[config.mk]
export PLATFORM = sky130hd
export DESIGN_NAME = subtree_dispatch
export DESIGN_NICKNAME = d
export VERILOG_FILES = /design/src/rtl/sdx_pkg.sv /design/src/rtl/sdx_tern_match.sv /design/src/rtl/sdx_issue.sv /design/src/rtl/sdx_merge.sv /design/src/rtl/subtree_dispatch.sv
export SDC_FILE = /design/constraint.sdc
export NUM_CORES = 1
export LEC_CHECK = 0
export BUFFER_PORTS_ARGS = -buffer_cell sky130_fd_sc_hd__buf_2
export CORE_AREA = 2 2 191 193
export DETAILED_ROUTE_END_ITERATION = 10
export DIE_AREA = 0 0 193 195
export GPL_TIMING_DRIVEN = 0
export PLACE_DENSITY = 0.38
export REMOVE_ABC_BUFFERS = 1
export SLEW_MARGIN = 40
export SYNTH_ARGS = -nofsm -noshare
export SYNTH_HDL_FRONTEND = slang
export SYNTH_SLANG_ARGS = --single-unit
export TNS_END_PERCENT = 10
[constraint.sdc]
create_clock -name clk -period 0.85 [get_ports clk]
set_input_delay 0.1275 -clock clk [delete_from_list [all_inputs] [get_ports clk]]
set_output_delay 0.1275 -clock clk [all_outputs]
set_load 0.005 [all_outputs]
[src/rtl/sdx_pkg.sv]
package sdx_pkg;
  localparam int unsigned SDX_PIPES   = 8;
  localparam int unsigned SDX_KEY_W   = 16;
  localparam int unsigned SDX_CUT_W   = 4;
  localparam int unsigned SDX_TERN_N  = 4;
  localparam int unsigned SDX_NODE_W  = 8;
  localparam int unsigned SDX_RES_W   = 8;
endpackage

[src/rtl/sdx_tern_match.sv]
module sdx_tern_match #(
  parameter int unsigned KEY_W = 16,
  parameter int unsigned T_N   = 4,
  parameter int unsigned ENT_W = 11
) (
  input  logic [KEY_W-1:0]     key,
  input  logic [T_N*KEY_W-1:0] val,
  input  logic [T_N*KEY_W-1:0] msk,
  input  logic [T_N-1:0]       en,
  input  logic [T_N*ENT_W-1:0] res,
  output logic                 hit,
  output logic [ENT_W-1:0]     ent
);
  logic [T_N-1:0] match;

  genvar g;
  generate
    for (g = 0; g < T_N; g++) begin : g_cmp
      assign match[g] = en[g] &&
        ((key & msk[g*KEY_W +: KEY_W]) == (val[g*KEY_W +: KEY_W] & msk[g*KEY_W +: KEY_W]));
    end
  endgenerate

  // Priority: scan from the top so the lowest index is written last.
  always_comb begin
    ent = '0;
    for (int i = T_N - 1; i >= 0; i--) begin
      if (match[i]) ent = res[i*ENT_W +: ENT_W];
    end
    hit = |match;
  end
endmodule

[src/rtl/sdx_issue.sv]
module sdx_issue #(
  parameter int unsigned P      = 8,
  parameter int unsigned KEY_W  = 16,
  parameter int unsigned NODE_W = 8,
  localparam int unsigned PID_W = (P > 1) ? $clog2(P) : 1
) (
  input  logic              clk,
  input  logic              rst_n,
  input  logic              in_valid,
  input  logic [KEY_W-1:0]  in_key,
  input  logic [PID_W-1:0]  pid,
  input  logic [NODE_W-1:0] node,
  output logic [P-1:0]      vld_q,
  output logic [KEY_W-1:0]  key_q,
  output logic [NODE_W-1:0] node_q
);
  logic [P-1:0] vld_d;

  always_comb begin
    vld_d = '0;
    if (in_valid) vld_d[pid] = 1'b1;
  end

  always_ff @(posedge clk or negedge rst_n) begin
    if (!rst_n) vld_q <= '0;
    else        vld_q <= vld_d;
  end

  always_ff @(posedge clk or negedge rst_n) begin
    if (!rst_n) begin
      key_q  <= '0;
      node_q <= '0;
    end else if (in_valid) begin
      key_q  <= in_key;
      node_q <= node;
    end
  end


  disp_onehot_chk: assert property (@(posedge clk) disable iff (!rst_n)
    $onehot0(vld_q));

  disp_follow_chk: assert property (@(posedge clk) disable iff (!rst_n)
    (|vld_q) == $past(in_valid));

  disp_key_chk: assert property (@(posedge clk) disable iff (!rst_n)
    in_valid |=> (key_q == $past(in_key)));
endmodule

[src/rtl/sdx_merge.sv]
module sdx_merge #(
  parameter int unsigned P     = 8,
  parameter int unsigned RES_W = 8,
  localparam int unsigned CNT_W = $clog2(P + 1)
) (
  input  logic             clk,
  input  logic             rst_n,
  input  logic [P-1:0]     res_vld,
  input  logic [P*RES_W-1:0] res_data,
  output logic             out_vld,
  output logic [RES_W-1:0] out_data,
  output logic             out_err
);
  logic [RES_W-1:0] sel_d;
  logic [CNT_W-1:0] cnt_d;
  logic             any_d;

  always_comb begin
    sel_d = '0;
    cnt_d = '0;
    for (int i = P - 1; i >= 0; i--) begin
      if (res_vld[i]) begin
        sel_d = res_data[i*RES_W +: RES_W];
        cnt_d = cnt_d + 1'b1;
      end
    end
    any_d = |res_vld;
  end

  always_ff @(posedge clk or negedge rst_n) begin
    if (!rst_n) begin
      out_vld <= 1'b0;
      out_err <= 1'b0;
    end else begin
      out_vld <= any_d;
      out_err <= (cnt_d > 1);
    end
  end

  always_ff @(posedge clk or negedge rst_n) begin
    if (!rst_n)     out_data <= '0;
    else if (any_d) out_data <= sel_d;
  end


  merge_vld_chk: assert property (@(posedge clk) disable iff (!rst_n)
    out_vld == (|$past(res_vld)));

  merge_err_chk: assert property (@(posedge clk) disable iff (!rst_n)
    out_err == ($countones($past(res_vld)) > 1));
endmodule

[src/rtl/subtree_dispatch.sv]
module subtree_dispatch
  import sdx_pkg::*;
#(
  parameter int unsigned P      = SDX_PIPES,
  parameter int unsigned KEY_W  = SDX_KEY_W,
  parameter int unsigned CUT_W  = SDX_CUT_W,
  parameter int unsigned T_N    = SDX_TERN_N,
  parameter int unsigned NODE_W = SDX_NODE_W,
  parameter int unsigned RES_W  = SDX_RES_W,
  localparam int unsigned PID_W = (P > 1) ? $clog2(P) : 1,
  localparam int unsigned ENT_W = PID_W + NODE_W,
  localparam int unsigned DIR_N = 1 << CUT_W
) (
  input  logic                 clk,
  input  logic                 rst_n,
  input  logic                 in_valid,
  input  logic [KEY_W-1:0]     in_key,
  input  logic [DIR_N*ENT_W-1:0] dir_cfg,
  input  logic [T_N*KEY_W-1:0] tcam_val,
  input  logic [T_N*KEY_W-1:0] tcam_msk,
  input  logic [T_N-1:0]       tcam_en,
  input  logic [T_N*ENT_W-1:0] tcam_res,
  output logic [P-1:0]         disp_vld,
  output logic [KEY_W-1:0]     disp_key,
  output logic [NODE_W-1:0]    disp_node,
  input  logic [P-1:0]         res_vld,
  input  logic [P*RES_W-1:0]   res_data,
  output logic                 out_vld,
  output logic [RES_W-1:0]     out_data,
  output logic                 out_err
);
  logic [ENT_W-1:0] dir_tab [DIR_N];
  logic [CUT_W-1:0] cut_idx;
  logic [ENT_W-1:0] dir_ent, tern_ent, win_ent;
  logic             tern_hit;

  genvar g;
  generate
    for (g = 0; g < DIR_N; g++) begin : g_dir
      assign dir_tab[g] = dir_cfg[g*ENT_W +: ENT_W];
    end
  endgenerate

  assign cut_idx = in_key[KEY_W-1 -: CUT_W];
  assign dir_ent = dir_tab[cut_idx];

  sdx_tern_match #(.KEY_W(KEY_W), .T_N(T_N), .ENT_W(ENT_W)) u_tern (
    .key (in_key),
    .val (tcam_val),
    .msk (tcam_msk),
    .en  (tcam_en),
    .res (tcam_res),
    .hit (tern_hit),
    .ent (tern_ent)
  );

  assign win_ent = tern_hit ? tern_ent : dir_ent;

  sdx_issue #(.P(P), .KEY_W(KEY_W), .NODE_W(NODE_W)) u_issue (
    .clk      (clk),
    .rst_n    (rst_n),
    .in_valid (in_valid),
    .in_key   (in_key),
    .pid      (win_ent[ENT_W-1 -: PID_W]),
    .node     (win_ent[NODE_W-1:0]),
    .vld_q    (disp_vld),
    .key_q    (disp_key),
    .node_q   (disp_node)
  );

  sdx_merge #(.P(P), .RES_W(RES_W)) u_merge (
    .clk      (clk),
    .rst_n    (rst_n),
    .res_vld  (res_vld),
    .res_data (res_data),
    .out_vld  (out_vld),
    .out_data (out_data),
    .out_err  (out_err)
  );


  tern_override_chk: assert property (@(posedge clk) disable iff (!rst_n)
    (in_valid && tern_hit) |=> (disp_node == $past(tern_ent[NODE_W-1:0])));
endmodule

After elaboration in Yosys (flattened, before gate mapping). Cells that the tools add are included.

Bits in registers: 42. Input port bits: 443. Logic and storage cells: 64.

Equality and inequality tests: 4. Add/subtract/negate cells: 7. Multiplexer cells: 27. Reduce and logical (&&, ||, !) cells: 7. Order comparisons: 4. Bitwise gates (word level): 9.

Operator list (number): $and A16 B16 Y16 (8); $mux W11 (7); $mux W8 (9); $eq A16 B16 Y1 (4); $bmux W11 S4 (1); $mux W4 (7); $add A4 B1 Y4 const B (6); $reduce_or A8 Y1 (1); $ge A5 B5 Y1 const B (1); $logic_and A1 B1 Y1 (5); $not A4 Y5 (1); $gt A4 B1 Y1 const B (1); $lt A3 B4 Y1 const B (1); $reduce_or A4 Y1 (1); $demux W1 S3 (1); $ge A3 B1 Y1 const B (1); $add A1 B1 Y2 const B (1); $mux W1 (2).

Logic depth before layout (Yosys ltp). Gate-level depths: netlist of run 1.

Word-level depth: 16. Mapped depth: 18. Mapped depth without buffers: 17.

By module. Synthesis of run 1 repeated with hierarchy kept, for this count alone.

Cell total of the unflattened synthesis: 559. Area, all modules: 5621.6 um^2.

By module, submodules not included: subtree_dispatch (cells each 108, seq. area each 0.0 um^2, times used 1, area an instance 1560.2 um^2); sdx_merge (cells each 203, seq. area each 250.2 um^2, times used 1, area an instance 1527.7 um^2); sdx_tern_match (cells each 181, seq. area each 0.0 um^2, times used 1, area an instance 1337.5 um^2); sdx_issue (cells each 67, seq. area each 800.8 um^2, times used 1, area an instance 1196.1 um^2).

Least setup slack after synthesis of run 1. Ideal clock, no wire load.

Kind: input to register. From: input res_vld[6]. To: register u_merge.out_err. Path buffers: 1. Data required time: 0.771 ns. Arrival time: 3.460 ns. Setup time: 0.079 ns. Setup slack: -2.689 ns. Stages on the path: 15. Path through: clkbuf_1 -> inv_1 -> ha_1 -> xor3_1 -> ha_1 -> mux2i_1 -> xor2_1 -> a21oi_1 -> ha_1 -> mux2i_1 -> inv_1 -> ha_1 -> and4b_1 -> a221o_1 -> mux2i_1.

Word-level cells in the longest chain between the ends: 14.

RTL lines: start: declaration (RTL line subtree_dispatch.sv:26) `input logic [P-1:0] res_vld,`; $mux W4 * (RTL line sdx_merge.sv:22) `if (res_vld[i]) begin`; $add A4 B1 Y4 (RTL line sdx_merge.sv:24) `cnt_d = cnt_d + 1'b1;`; $mux W4 * (RTL line sdx_merge.sv:22); $add A4 B1 Y4 (RTL line sdx_merge.sv:24); $mux W4 * (RTL line sdx_merge.sv:22); $add A4 B1 Y4 (RTL line sdx_merge.sv:24); $mux W4 * (RTL line sdx_merge.sv:22); $add A4 B1 Y4 (RTL line sdx_merge.sv:24); $mux W4 * (RTL line sdx_merge.sv:22); $add A4 B1 Y4 (RTL line sdx_merge.sv:24); $mux W4 * (RTL line sdx_merge.sv:22); $add A4 B1 Y4 (RTL line sdx_merge.sv:24); $mux W4 * (RTL line sdx_merge.sv:22); $gt A4 B1 Y1 * (RTL line sdx_merge.sv:36) `out_err <= (cnt_d > 1);`; end signal: assignment (RTL line sdx_merge.sv:36); end: declaration (RTL line sdx_merge.sv:12) `output logic out_err`.

Every way passes the cells marked *; elsewhere a longest branch is shown, timed or not. A chain may end at the register's enable or synchronous reset.

Worst setup path after layout of run 1. Same ends and word-level chain as after synthesis.

==> out/results.txt, run 1 <==
adder-cell share of the synthesized area -> 2.116%
cell area after layout -> 9279 um2
DIE AREA -> 37640 um2
# IOs -> 485
Tot Pwr -> 0.009903 W
PD cells -> 1067 nW/um2
Clock Tree Root -> clkbuf_16
max-cap check violation count -> 0
# setup viols final -> 67
largest net degree at the start of global routing -> 46
Post-synth EDFFs -> 0
Via-to-Cell Ratio -> 4.428
sequential share of the synthesized area -> 19.75%
Mean Syn Cell Area -> 10.20 um2
Tot GR Track Use -> 16.04%
fraction of layout cells with a size suffix above 1 -> 65.93%
die width -> 193 um
first-pass GRT wire length -> 43830 um
worst-margin pin slew -> 663.5 ps
crit path max fanout -> 12
met3 usage -> 3.361%
FF+latch count, synth -> 42
initial antenna violation count -> 6
synth cell count leaders -> 71 x xor2_1, 49 x mux4_2, 42 x dfrtp_1
CTS tree -> done
Clock Path Buffers -> 2
Worst Setup End Kind -> flop
largest family of logic cells by synthesized area -> multiplexers
CP Data Required Time -> 1070 ps
Vias -> 6496
RD Place Congestion -> 0.8727
sw frac -> 35.67%
Synth area leaders -> mux4_2 21%, dfrtp_1 20%, xor2_1 12%
vias in the first global route -> 6952
worst setup path class -> in2reg
YS warnings -> 0
met2 Resource Use GR -> 30.37%
Hold Vio Cnt, Final -> 42
DP Area -> 8129 um2
Pleak -> 4.389 nW
Routed WL per cell -> 21.97 um
Overflow after GRT -> 0
ys async rst share -> 100.0%
switching power -> 0.003533 W
Synth area leader -> mux4_2
dpl ws -> -2981 ps
drt drc -> 0
GRT Max-Usage Layer -> met2
fmax -> 328.7 MHz
core area -> 35400 um2
share of power burned in registers -> 23.4%
setup TNS -> -30350 ps
Starting DRT DRC Count -> 285
Tmin final -> 3042 ps
Syn-to-layout area delta -> 74.33%
RSZ-0062 raised after global routing -> true
H-Tree Level Count -> 2
PortBufs -> 484
main flop type after synthesis -> dfrtp_1
post-synthesis compound-gate area fraction -> 16.20%
mux contribution to synthesized area -> 31.36%
Gate power share -> 51.8%
clock share of power -> 24.8%
CTS buffer count -> 5
CP arrival -> 3260 ps
normalized max-slew margin -> 55.76%
clock-pin slew of the registers on the worst-case setup and hold paths -> 80 ps
Die H -> 195 um
Hold Crit Class -> in2async
Synth Cell Area -> 5323 um2
Post-Syn Instances -> 522
failing checks -> negative hold slack, negative setup slack
CP Launch Type -> input port
Fillers -> 3923
worst setup margin -> -2192 ps
GRT met1 Usage -> 18.00%
most common cell in the netlist -> xor2_1
worst vdd rail ir drop -> 0.0006241 V
Min Hold Slack -> -149.1 ps
internal power -> 0.006370 W
simple-gate share of the synthesized area -> 12.06%
XOR/XNOR Fraction of Synth Area -> 13.12%
share of the synthesized area in the top cell type -> 20.73%
DP HPWL -> 26060 um
Pre-antenna DRT Iters -> 4
Core Rows -> 69
Synth cell types -> 46
clk_lat worst skew -> 300 ps
fin. max-slew vios -> 0
DRT antenna net count -> 0
clock sinks -> 42
worst clock skew -> 0 ps
Initial Utilization -> 15.04%
Routed WL -> 32230 um
Final Cycle Share -> 357.9%
Layout Nets -> 1452
status -> finished, violations left
## per-layer routing
layer,share of wire (%),wire length [um]
met5,0.040,13
met4,1.7,560
met3,8.4,2723
met2,52,16900
met1,37,12030
## flip-flops by register name, summed over array words and instances, names as in the netlist
name	count
u_merge.out_err	1
u_merge.out_vld	1
u_issue.vld_q	8
u_merge.out_data	8
u_issue.key_q	16
u_issue.node_q	8
## cells in the final DEF, fill, tap and decap left out, types with 5 or more instances in the layout
| cell type | instances |
|---|---|
| xnor2_1 | 6 |
| ha_1 | 7 |
| buf_4 | 25 |
| a211oi_1 | 17 |
| o22ai_1 | 9 |
| nor3_1 | 19 |
| nand4_1 | 10 |
| mux2_4 | 5 |
| nor3_4 | 9 |
| nand2_1 | 21 |
| mux2_2 | 22 |
| buf_2 | 468 |
| nor2b_1 | 25 |
| buf_6 | 9 |
| buf_12 | 6 |
| o31ai_1 | 9 |
| mux4_2 | 53 |
| diode_2 | 5 |
| dfrtp_1 | 42 |
| a221oi_1 | 13 |
| xor2_1 | 66 |
| nor4_1 | 7 |
| inv_1 | 10 |
| mux2i_1 | 9 |
| nor2_1 | 12 |
| clkbuf_16 | 7 |
| a22oi_1 | 38 |
| buf_16 | 6 |
## worst max-delay path: stages
cell     delay, ps
buf_12         120
inv_6           50
ha_4           200
xor2_2         180
xnor2_1        140
a21oi_1        190
ha_1           280
mux2i_2        230
xor2_1         170
a21oi_1         80
ha_1           310
mux2i_2        210
inv_2           70
ha_4           260
and4b_1        190
a221o_1        310
mux2i_1        130
## logic make-up after synthesis
family | Yosys count
and+or+nand+nor | 122
adders and majority gates | 9
xor gates and xnor gates | 78
AOI/OAI and AO/OA | 114
muxes | 94
buffers and inverters | 63
DFF | 42
## final timing paths
path / endpoint / slack (ps) / startpoint / depth (start not counted)
worst min register to register: u_merge.out_data[6] / 500 / u_merge.out_data[6] / 2
worst max-delay path: u_merge.out_err / -2190 / res_vld[6] / 17
worst max register to register: u_merge.out_data[3] / 60 / u_merge.out_data[3] / 2
min in group clk: u_merge.out_data[5] / 70 / res_data[5] / 3
worst min-delay path: u_issue.key_q[5] / -150 / rst_n / 1
max in group asynchronous: u_merge.out_data[6] / 550 / rst_n / 1
## through the flow
step / instances / util, %
6_report: 1467 / 26.21
5_1_grt: 1466 / 26.21
4_1_cts: 1449 / 25.34
3_5_place_dp: 1418 / 22.97
3_3_place_gp: 1417 / 22.83
2_1_floorplan: 472 / -
## power by group through the flow
stage               Combinational (W)  Sequential [W]  Clock (W)
global route                  0.00560         0.00235    0.00262
floorplan                     0.00200         0.00238          0
global placement              0.00430         0.00235          0
detailed placement            0.00434         0.00236          0
CTS                           0.00489         0.00232    0.00259
finish                        0.00513         0.00232    0.00245
## timing repair
item                                   4_1_cts  5_1_grt
endpoints found under the hold margin       42       42
cloned                                       3        2
pin swaps                                   22       28
setup endpoints to repair                   84       68
buffers inserted                            20       11
resized for setup                           92       36
## area by class of cell
type	count	area, um2	area share [%]
Sequential cell	42	1051	11.33
Tap cell	461	576.8	6.216
Inverter	13	56.30	0.6068
Antenna cell	5	12.51	0.1348
Multi-Input combinational cell	417	4349	46.87
Timing Repair Buffer	521	3059	32.97
Clock inverter	3	48.80	0.5259
Clock buffer	5	125.1	1.348
Note: power is estimated with default switching activity, not from simulation.
==> inputs of run 2 (changes only) <==
--- a/config.mk
+++ b/config.mk
@@ -6,14 +6,15 @@
 export NUM_CORES = 1
 export LEC_CHECK = 0
 export BUFFER_PORTS_ARGS = -buffer_cell sky130_fd_sc_hd__buf_2
-export CORE_AREA = 2 2 191 193
+export CORE_AREA = 2 2 188 190
 export DETAILED_ROUTE_END_ITERATION = 10
-export DIE_AREA = 0 0 193 195
+export DIE_AREA = 0 0 190 192
 export GPL_TIMING_DRIVEN = 0
-export PLACE_DENSITY = 0.38
+export PLACE_DENSITY = 0.4
 export REMOVE_ABC_BUFFERS = 1
 export SLEW_MARGIN = 40
 export SYNTH_ARGS = -nofsm -noshare
 export SYNTH_HDL_FRONTEND = slang
+export SYNTH_HIERARCHICAL = 1
 export SYNTH_SLANG_ARGS = --single-unit
 export TNS_END_PERCENT = 10
==> run 2 against run 1 <==
Critical endpoint is now u_merge/out_err. The run still ends with negative hold slack, negative setup slack left. Via count grew 5.2%. Clock-buffer cell count is the same. Wire length shrank 1.3%. Largest cell class unchanged. Sequential share of layout area shrank 0.27 points. Hold slack gained 9.0 ps. Sequential cell count is the same.
==> out/results.txt, run 2 <==
status -> finished, violations left
failing checks -> negative hold slack, negative setup slack
H-Tree Level Count -> 2 (unchanged)
Mean Syn Cell Area -> 10.06 um2 (-1.4%)
Tmin final -> 2676 ps (-366.4 ps)
Clock Path Buffers -> 2 (unchanged)
CP arrival -> 2860 ps (-400 ps)
FF-to-FF setup slack -> 10 ps (-50 ps)
Vias -> 6837 (+5.2%)
sequential share of the synthesized area -> 18.70% (-1.1 points)
crit path max fanout -> 3 (-9)
# IOs -> 485 (unchanged)
worst-margin pin slew -> 690.7 ps (+27.19 ps)
Pleak -> 4.537 nW (+3.4%)
max FFs per register -> 16 (unchanged)
Synth area leader -> dfrtp_1
Worst Setup End Kind -> flop
core area -> 34290 um2 (-3.1%)
normalized max-slew margin -> 53.95% (-1.8 points)
Fillers -> 3775 (-3.8%)
Via-to-Cell Ratio -> 4.516 (+2.0%)
RSZ-0062 raised after global routing -> true
fraction of layout cells with a size suffix above 1 -> 64.24% (-1.7 points)
clk_lat worst skew -> 310 ps (about the same)
CP Launch Type -> input port
vias in the first global route -> 7149 (+2.8%)
Min Hold Slack -> -140.0 ps (+9.039 ps)
PD cells -> 1010 nW/um2 (-5.4%)
first-pass GRT wire length -> 44240 um (+0.94%)
mux contribution to synthesized area -> 25.35% (-6.0 points)
simple-gate share of the synthesized area -> 11.44% (-0.62 points)
worst vdd rail ir drop -> 0.0007046 V (+13%)
worst clock skew -> 0 ps (unchanged)
adder-cell share of the synthesized area -> 2.003% (-0.11 points)
Die H -> 192 um (-1.5%)
Layout Nets -> 1508 (+3.9%)
DP HPWL -> 25320 um (-2.9%)
Overflow after GRT -> 0 (unchanged)
worst setup margin -> -1826 ps (+366.4 ps)
most common cell in the netlist -> xor2_1
Synth cell types -> 58 (+26%)
worst setup path class -> in2reg
Routed WL -> 31810 um (-1.3%)
R2R Path Start -> u_merge/out_data[6]
YS warnings -> 6 (+6)
Pre-antenna DRT Iters -> 6 (+2)
RD Place Congestion -> 0.8810 (+0.95%)
Clock Tree Root -> clkbuf_16
Syn-to-layout area delta -> 69.06%
CP Data Required Time -> 1040 ps (-30 ps)
Tot Pwr -> 0.009600 W (-3.1%)
largest family of logic cells by synthesized area -> multiplexers
FF+latch count, synth -> 42 (unchanged)
PortBufs -> 484 (unchanged)
DIE AREA -> 36480 um2 (-3.1%)
clock-pin slew of the registers on the worst-case setup and hold paths -> 80 ps (about the same)
synth cell count leaders -> 69 x xor2_1, 42 x dfrtp_1, 38 x mux4_2, 38 x nor2_1, 29 x inv_1
main flop type after synthesis -> dfrtp_1
share of the synthesized area in the top cell type -> 18.70% (-2.0 points)
largest net degree at the start of global routing -> 43 (-6.5%)
Initial Utilization -> 16.40% (+1.4 points)
Routed WL per cell -> 21.01 um (-4.3%)
Post-synth EDFFs -> 0 (unchanged)
ys async rst share -> 100.0% (unchanged)
CTS tree -> done
post-synthesis compound-gate area fraction -> 21.59% (+5.4 points)
drt drc -> 0 (unchanged)
# setup viols final -> 68 (+1.5%)
Hold Vio Cnt, Final -> 42 (unchanged)
Synth area leaders -> dfrtp_1 19%, mux4_2 15%, xor2_1 11%
initial antenna violation count -> 7 (+1)
Synth Cell Area -> 5622 um2 (+5.6%)
Starting DRT DRC Count -> 265 (-7.0%)
most common cell after layout, fill and taps aside -> buf_2
Biggest register -> u_issue/key_q
worst r2r dst -> u_merge/out_data[6]
clock sinks -> 42 (unchanged)
Post-Syn Instances -> 559 (+7.1%)
die width -> 190 um (-1.6%)
CTS buffer count -> 5 (unchanged)
DRT antenna net count -> 0 (unchanged)
Hold Crit Class -> in2async
fin. max-slew vios -> 0 (unchanged)
Placed Instances -> 1459 (+2.9%)
Final Cycle Share -> 314.8% (-43 points)
fmax -> 373.7 MHz (+14%)
R2R depth -> 4 (+2)
Tot GR Track Use -> 16.52% (+0.48 points)
max-cap check violation count -> 0 (unchanged)
XOR/XNOR Fraction of Synth Area -> 13.29% (+0.17 points)
most frequent cells in the layout -> 468 x buf_2, 66 x xor2_1, 42 x dfrtp_1
Core Rows -> 68 (-1.4%)
Final Non-Filler Cells -> 1514 (+3.2%)
-- run 2: how the worst max path moves through the flow --
stage	endpoint	startpoint	slack (ps)	depth (start not counted)
finish	u_merge/out_err	res_vld[7]	-1830	17
floorplan	u_merge/out_err	res_vld[6]	-2140	16
global route	u_merge/out_err	res_vld[7]	-1950	17
CTS	u_merge/out_err	res_vld[7]	-1850	17
global placement	u_issue/vld_q[2]	in_key[14]	-4310	9
detailed placement	u_issue/vld_q[2]	in_key[13]	-2900	10
-- run 2: kinds of logic (layout without fill, tap and decap cells) --
group	Yosys count	after routing
compound gates	153	153
xor+xnor	79	79
fa+ha+maj	9	9
buf+inv	73	571
flops	42	42
mux	82	82
other cells	0	2
simple gates	121	121
-- run 2: per-layer routing --
layer  vias to the layer above  wire [um]  global-route usage, %
met5                         -         34                      0
met4                         6        829                  5.337
met3                        39       2348                  3.545
met2                       327      16070                  29.69
met1                      3303      12530                  19.49
li1                       3162          -                      -
-- run 2: worst max-delay path, cell delays in order --
cell      delay, ps
buf_8           110
inv_6            60
ha_4            210
xor2_2          180
xnor2_1         130
mux2_4          280
ha_4            250
xnor2_2         120
nand3_1          80
o31ai_1          70
a21oi_1         160
ha_1            160
nand2_1          50
xnor3_2         450
nand3_2         100
a211oi_2        210
o22ai_1         120
-- run 2: metrics by stage --
step	TNS, ps	area (um2)	util [%]	setup slack, ps	hold slack [ps]
2_1_floorplan	-31000	5301	-	-2144	-168.1
3_3_place_gp	-104990	8293	24.19	-4307	356.3
4_1_cts	-34260	9399	27.41	-1850	-115.3
6_report	-33960	9504	27.72	-1826	-140.0
3_5_place_dp	-59570	8369	24.41	-2899	222.8
5_1_grt	-38000	9504	27.72	-1954	-85.29
-- run 2: repair_timing --
action                     in CTS  in global routing
cloned                          4                  0
hold endpoints to repair       42                 42
pin swaps                      45                 16
buffers inserted               36                  5
setup endpoints to repair      68                 68
resized for setup              92                 16
-- run 2: where the power goes --
part | switching [W] | internal [W] | leakage (nW)
Clock | 0.00111 | 0.00113 | 0.0752
Sequential | 0.000107 | 0.00223 | 0.502
Combinational | 0.00232 | 0.00270 | 3.96
-- run 2: layout make-up --
| cell class | count | area, um2 | area share, % |
|---|---|---|---|
| diodes | 2 | 5.005 | 0.05266 |
| repair inverters | 1 | 8.758 | 0.09215 |
| inverters | 29 | 135.1 | 1.422 |
| clock buffers | 5 | 125.1 | 1.316 |
| clock inverters | 3 | 26.28 | 0.2765 |
| multi-input cells | 444 | 4479 | 47.13 |
| repair buffers | 533 | 3104 | 32.66 |
| well taps | 455 | 569.3 | 5.990 |
| flip-flops and latches | 42 | 1051 | 11.06 |
==> inputs of run 3 (changes only) <==
--- a/config.mk
+++ b/config.mk
@@ -12,6 +12,7 @@
 export GPL_TIMING_DRIVEN = 0
 export PLACE_DENSITY = 0.4
 export REMOVE_ABC_BUFFERS = 1
+export SKIP_LAST_GASP = 1
 export SLEW_MARGIN = 40
 export SYNTH_ARGS = -nofsm -noshare
 export SYNTH_HDL_FRONTEND = slang
==> run 3 against run 2 <==
Wire length down 0.58%. Critical endpoint unchanged. Core utilization shrank 0.24 points. Final area fell by 0.87%. Clock-buffer cell count did not move. Hold slack got worse by 4.0 ps. Critical path type unchanged. The run still ends with negative hold slack, negative setup slack left. Largest power group unchanged. Highest routed layer unchanged.
==> out/results.txt, run 3 (synthesis gave the netlist of run 2 again) <==
status -> finished, violations left
failing checks -> negative hold slack, negative setup slack
first-pass GRT wire length -> 44150 um (-0.20%)
CP Data Required Time -> 1040 ps (about the same)
worst r2r dst -> u_merge/out_data[6]
Tot GR Track Use -> 16.47% (-0.042 points)
cells along the critical path -> buf_8 > inv_6 > ha_4 > xor2_2 > xnor2_1 > mux2_4 > ha_4 > xnor2_2 > nand3_1 > o31ai_1 > a21oi_1 > ha_1 > nand2_1 > xnor3_2 > xor2_1 > nor3b_2 > o22ai_1
most used cell, CP -> ha_4
Post-Route Utilization -> 27.48% (-0.24 points)
Initial Utilization -> 16.40% (unchanged)
worst-margin pin slew -> 680.1 ps (-10.67 ps)
normalized max-slew margin -> 54.66% (+0.71 points)
Die H -> 192 um (unchanged)
crit path max fanout -> 3 (unchanged)
Pre-antenna DRT Iters -> 4 (-2)
area of the multi-input gates -> 4418 um2 (-1.4%)
Syn-to-layout area delta -> 67.59%
RD Place Congestion -> 0.8810 (unchanged)
Seq. cell area -> 1051 um2 (unchanged)
max FFs per register -> 16 (unchanged)
setup TNS -> -35870 ps (-1918 ps)
clock-pin slew of the registers on the worst-case setup and hold paths -> 80 ps (about the same)
share of power burned in registers -> 24.5% (about the same)
R2R depth -> 4 (unchanged)
RSZ-0062 raised after global routing -> true
Overflow after GRT -> 0 (unchanged)
DIE AREA -> 36480 um2 (unchanged)
Starting DRT DRC Count -> 282 (+6.4%)
fmax -> 372.9 MHz (-0.22%)
worst setup path class -> in2reg
H-Tree Level Count -> 2 (unchanged)
CTS buffer count -> 5 (unchanged)
R2R Path Start -> u_merge/out_data[6]
Pleak -> 4.519 nW (-0.40%)
sw frac -> 36.75% (-0.14 points)
Fillers -> 3780 (+0.13%)
worst setup margin -> -1832 ps (-5.950 ps)
Worst Setup End Kind -> flop
initial antenna violation count -> 7 (unchanged)
internal power -> 0.006037 W (-0.36%)
worst vdd rail ir drop -> 0.0007054 V (+0.12%)
Routed WL -> 31630 um (-0.58%)
DRT antenna net count -> 0 (unchanged)
clock sinks -> 42 (unchanged)
Routed WL per cell -> 20.90 um (-0.52%)
Layout Nets -> 1507 (-0.066%)
# setup viols final -> 68 (unchanged)
Min Hold Slack -> -144.1 ps (-4.035 ps)
most common cell after layout, fill and taps aside -> buf_2
fin. max-slew vios -> 0 (unchanged)
PD cells -> 1013 nW/um2 (+0.30%)
Clock Tree Root -> clkbuf_16
clk_lat worst skew -> 310 ps (about the same)
Hold Vio Cnt, Final -> 42 (unchanged)
CTS tree -> done
Tmin final -> 2682 ps (+5.950 ps)
CP arrival -> 2870 ps (about the same)
CP Launch Type -> input port
Vias -> 6782 (-0.80%)
fraction of layout cells with a size suffix above 1 -> 63.64% (-0.60 points)
Crit path largest cell delay -> 450 ps (about the same)
CP max stage cell -> xnor3_2
core area -> 34290 um2 (unchanged)
vias in the first global route -> 7123 (-0.36%)
DP HPWL -> 25320 um (unchanged)
Final Cycle Share -> 315.5% (+0.70 points)
max-cap check violation count -> 0 (unchanged)
Clock Path Buffers -> 2 (unchanged)
Biggest register -> u_issue/key_q
Gate power share -> 52.1% (-0.2 points)
clock share of power -> 23.5% (about the same)
most frequent cells in the layout -> 471 x buf_2, 65 x xor2_1, 42 x dfrtp_1
drt drc -> 0 (unchanged)
Hold Crit Class -> in2async
switching power -> 0.003508 W (-0.95%)
# IOs -> 485 (unchanged)
PortBufs -> 484 (unchanged)
FF-to-FF setup slack -> 20 ps (about the same)
largest net degree at the start of global routing -> 43 (unchanged)
Via-to-Cell Ratio -> 4.482 (-0.74%)
Worst Setup SP -> res_vld[7]
Core Rows -> 68 (unchanged)
worst clock skew -> 0 ps (unchanged)
die width -> 190 um (unchanged)
-- run 3: worst max-delay path by stage --
stage,to
6_report,u_merge/out_err
2_1_floorplan,u_merge/out_err
5_1_grt,u_merge/out_err
3_3_place_gp,u_issue/vld_q[2]
4_1_cts,u_merge/out_err
3_5_place_dp,u_issue/vld_q[2]
-- run 3: metrics by stage --
stage / worst slack (ps) / power, W / hold slack [ps] / cells / instance area (um2)
after floorplan: -2144 / 0.004462 / -168.1 / 515 / 5301
after global placement: -4307 / 0.006667 / 356.3 / 1454 / 8293
after detailed placement: -2899 / 0.006725 / 222.8 / 1459 / 8369
after CTS: -1850 / 0.009658 / -115.3 / 1507 / 9349
after global routing: -1963 / 0.01018 / -85.55 / 1513 / 9422
final: -1832 / 0.009545 / -144.1 / 1513 / 9422
-- run 3: what timing repair did --
action                                  4_1_cts  5_1_grt
setup buffers                                36        4
endpoints found under the hold margin        42       42
endpoints found under the setup margin       68       68
cloned                                        4        0
pin swaps                                    42       17
resized for setup                            81        9
-- run 3: critical path, delay by kind of cell --
| kind | cells | cell delay [ps] |
|---|---|---|
| AOI/OAI and AO/OA | 3 | 270 |
| xor gates and xnor gates | 5 | 1030 |
| adders and majority gates | 3 | 690 |
| buffers and inverters | 2 | 160 |
| muxes | 1 | 280 |
| and+or+nand+nor | 3 | 320 |
-- run 3: cell type report --
| class | count | area share (%) |
|---|---|---|
| antenna | 2 | 0.05312 |
| clock buffer | 5 | 1.328 |
| clock inverter | 3 | 0.2789 |
| inverter | 29 | 1.541 |
| multi-input combinational | 444 | 46.89 |
| sequential | 42 | 11.16 |
| tap | 455 | 6.042 |
| timing repair buffer | 532 | 32.62 |
| timing repair inverter | 1 | 0.09296 |
-- run 3: power by group through the flow --
stage | Sequential [W] | Clock [W] | Combinational, W
after floorplan | 0.00240 | 0 | 0.00206
after global placement | 0.00237 | 0 | 0.00430
after detailed placement | 0.00238 | 0 | 0.00434
after CTS | 0.00234 | 0.00238 | 0.00494
after global routing | 0.00236 | 0.00243 | 0.00539
final | 0.00234 | 0.00224 | 0.00497
-- run 3: layer usage --
| metal | up-vias | share of wire, % | track usage, % |
|---|---|---|---|
| met4 | 6 | 2.4 | 5.069 |
| met5 | - | 0.12 | 0 |
| met2 | 313 | 50 | 29.72 |
| li1 | 3163 | - | - |
| met3 | 34 | 7.4 | 3.490 |
| met1 | 3266 | 40 | 19.48 |
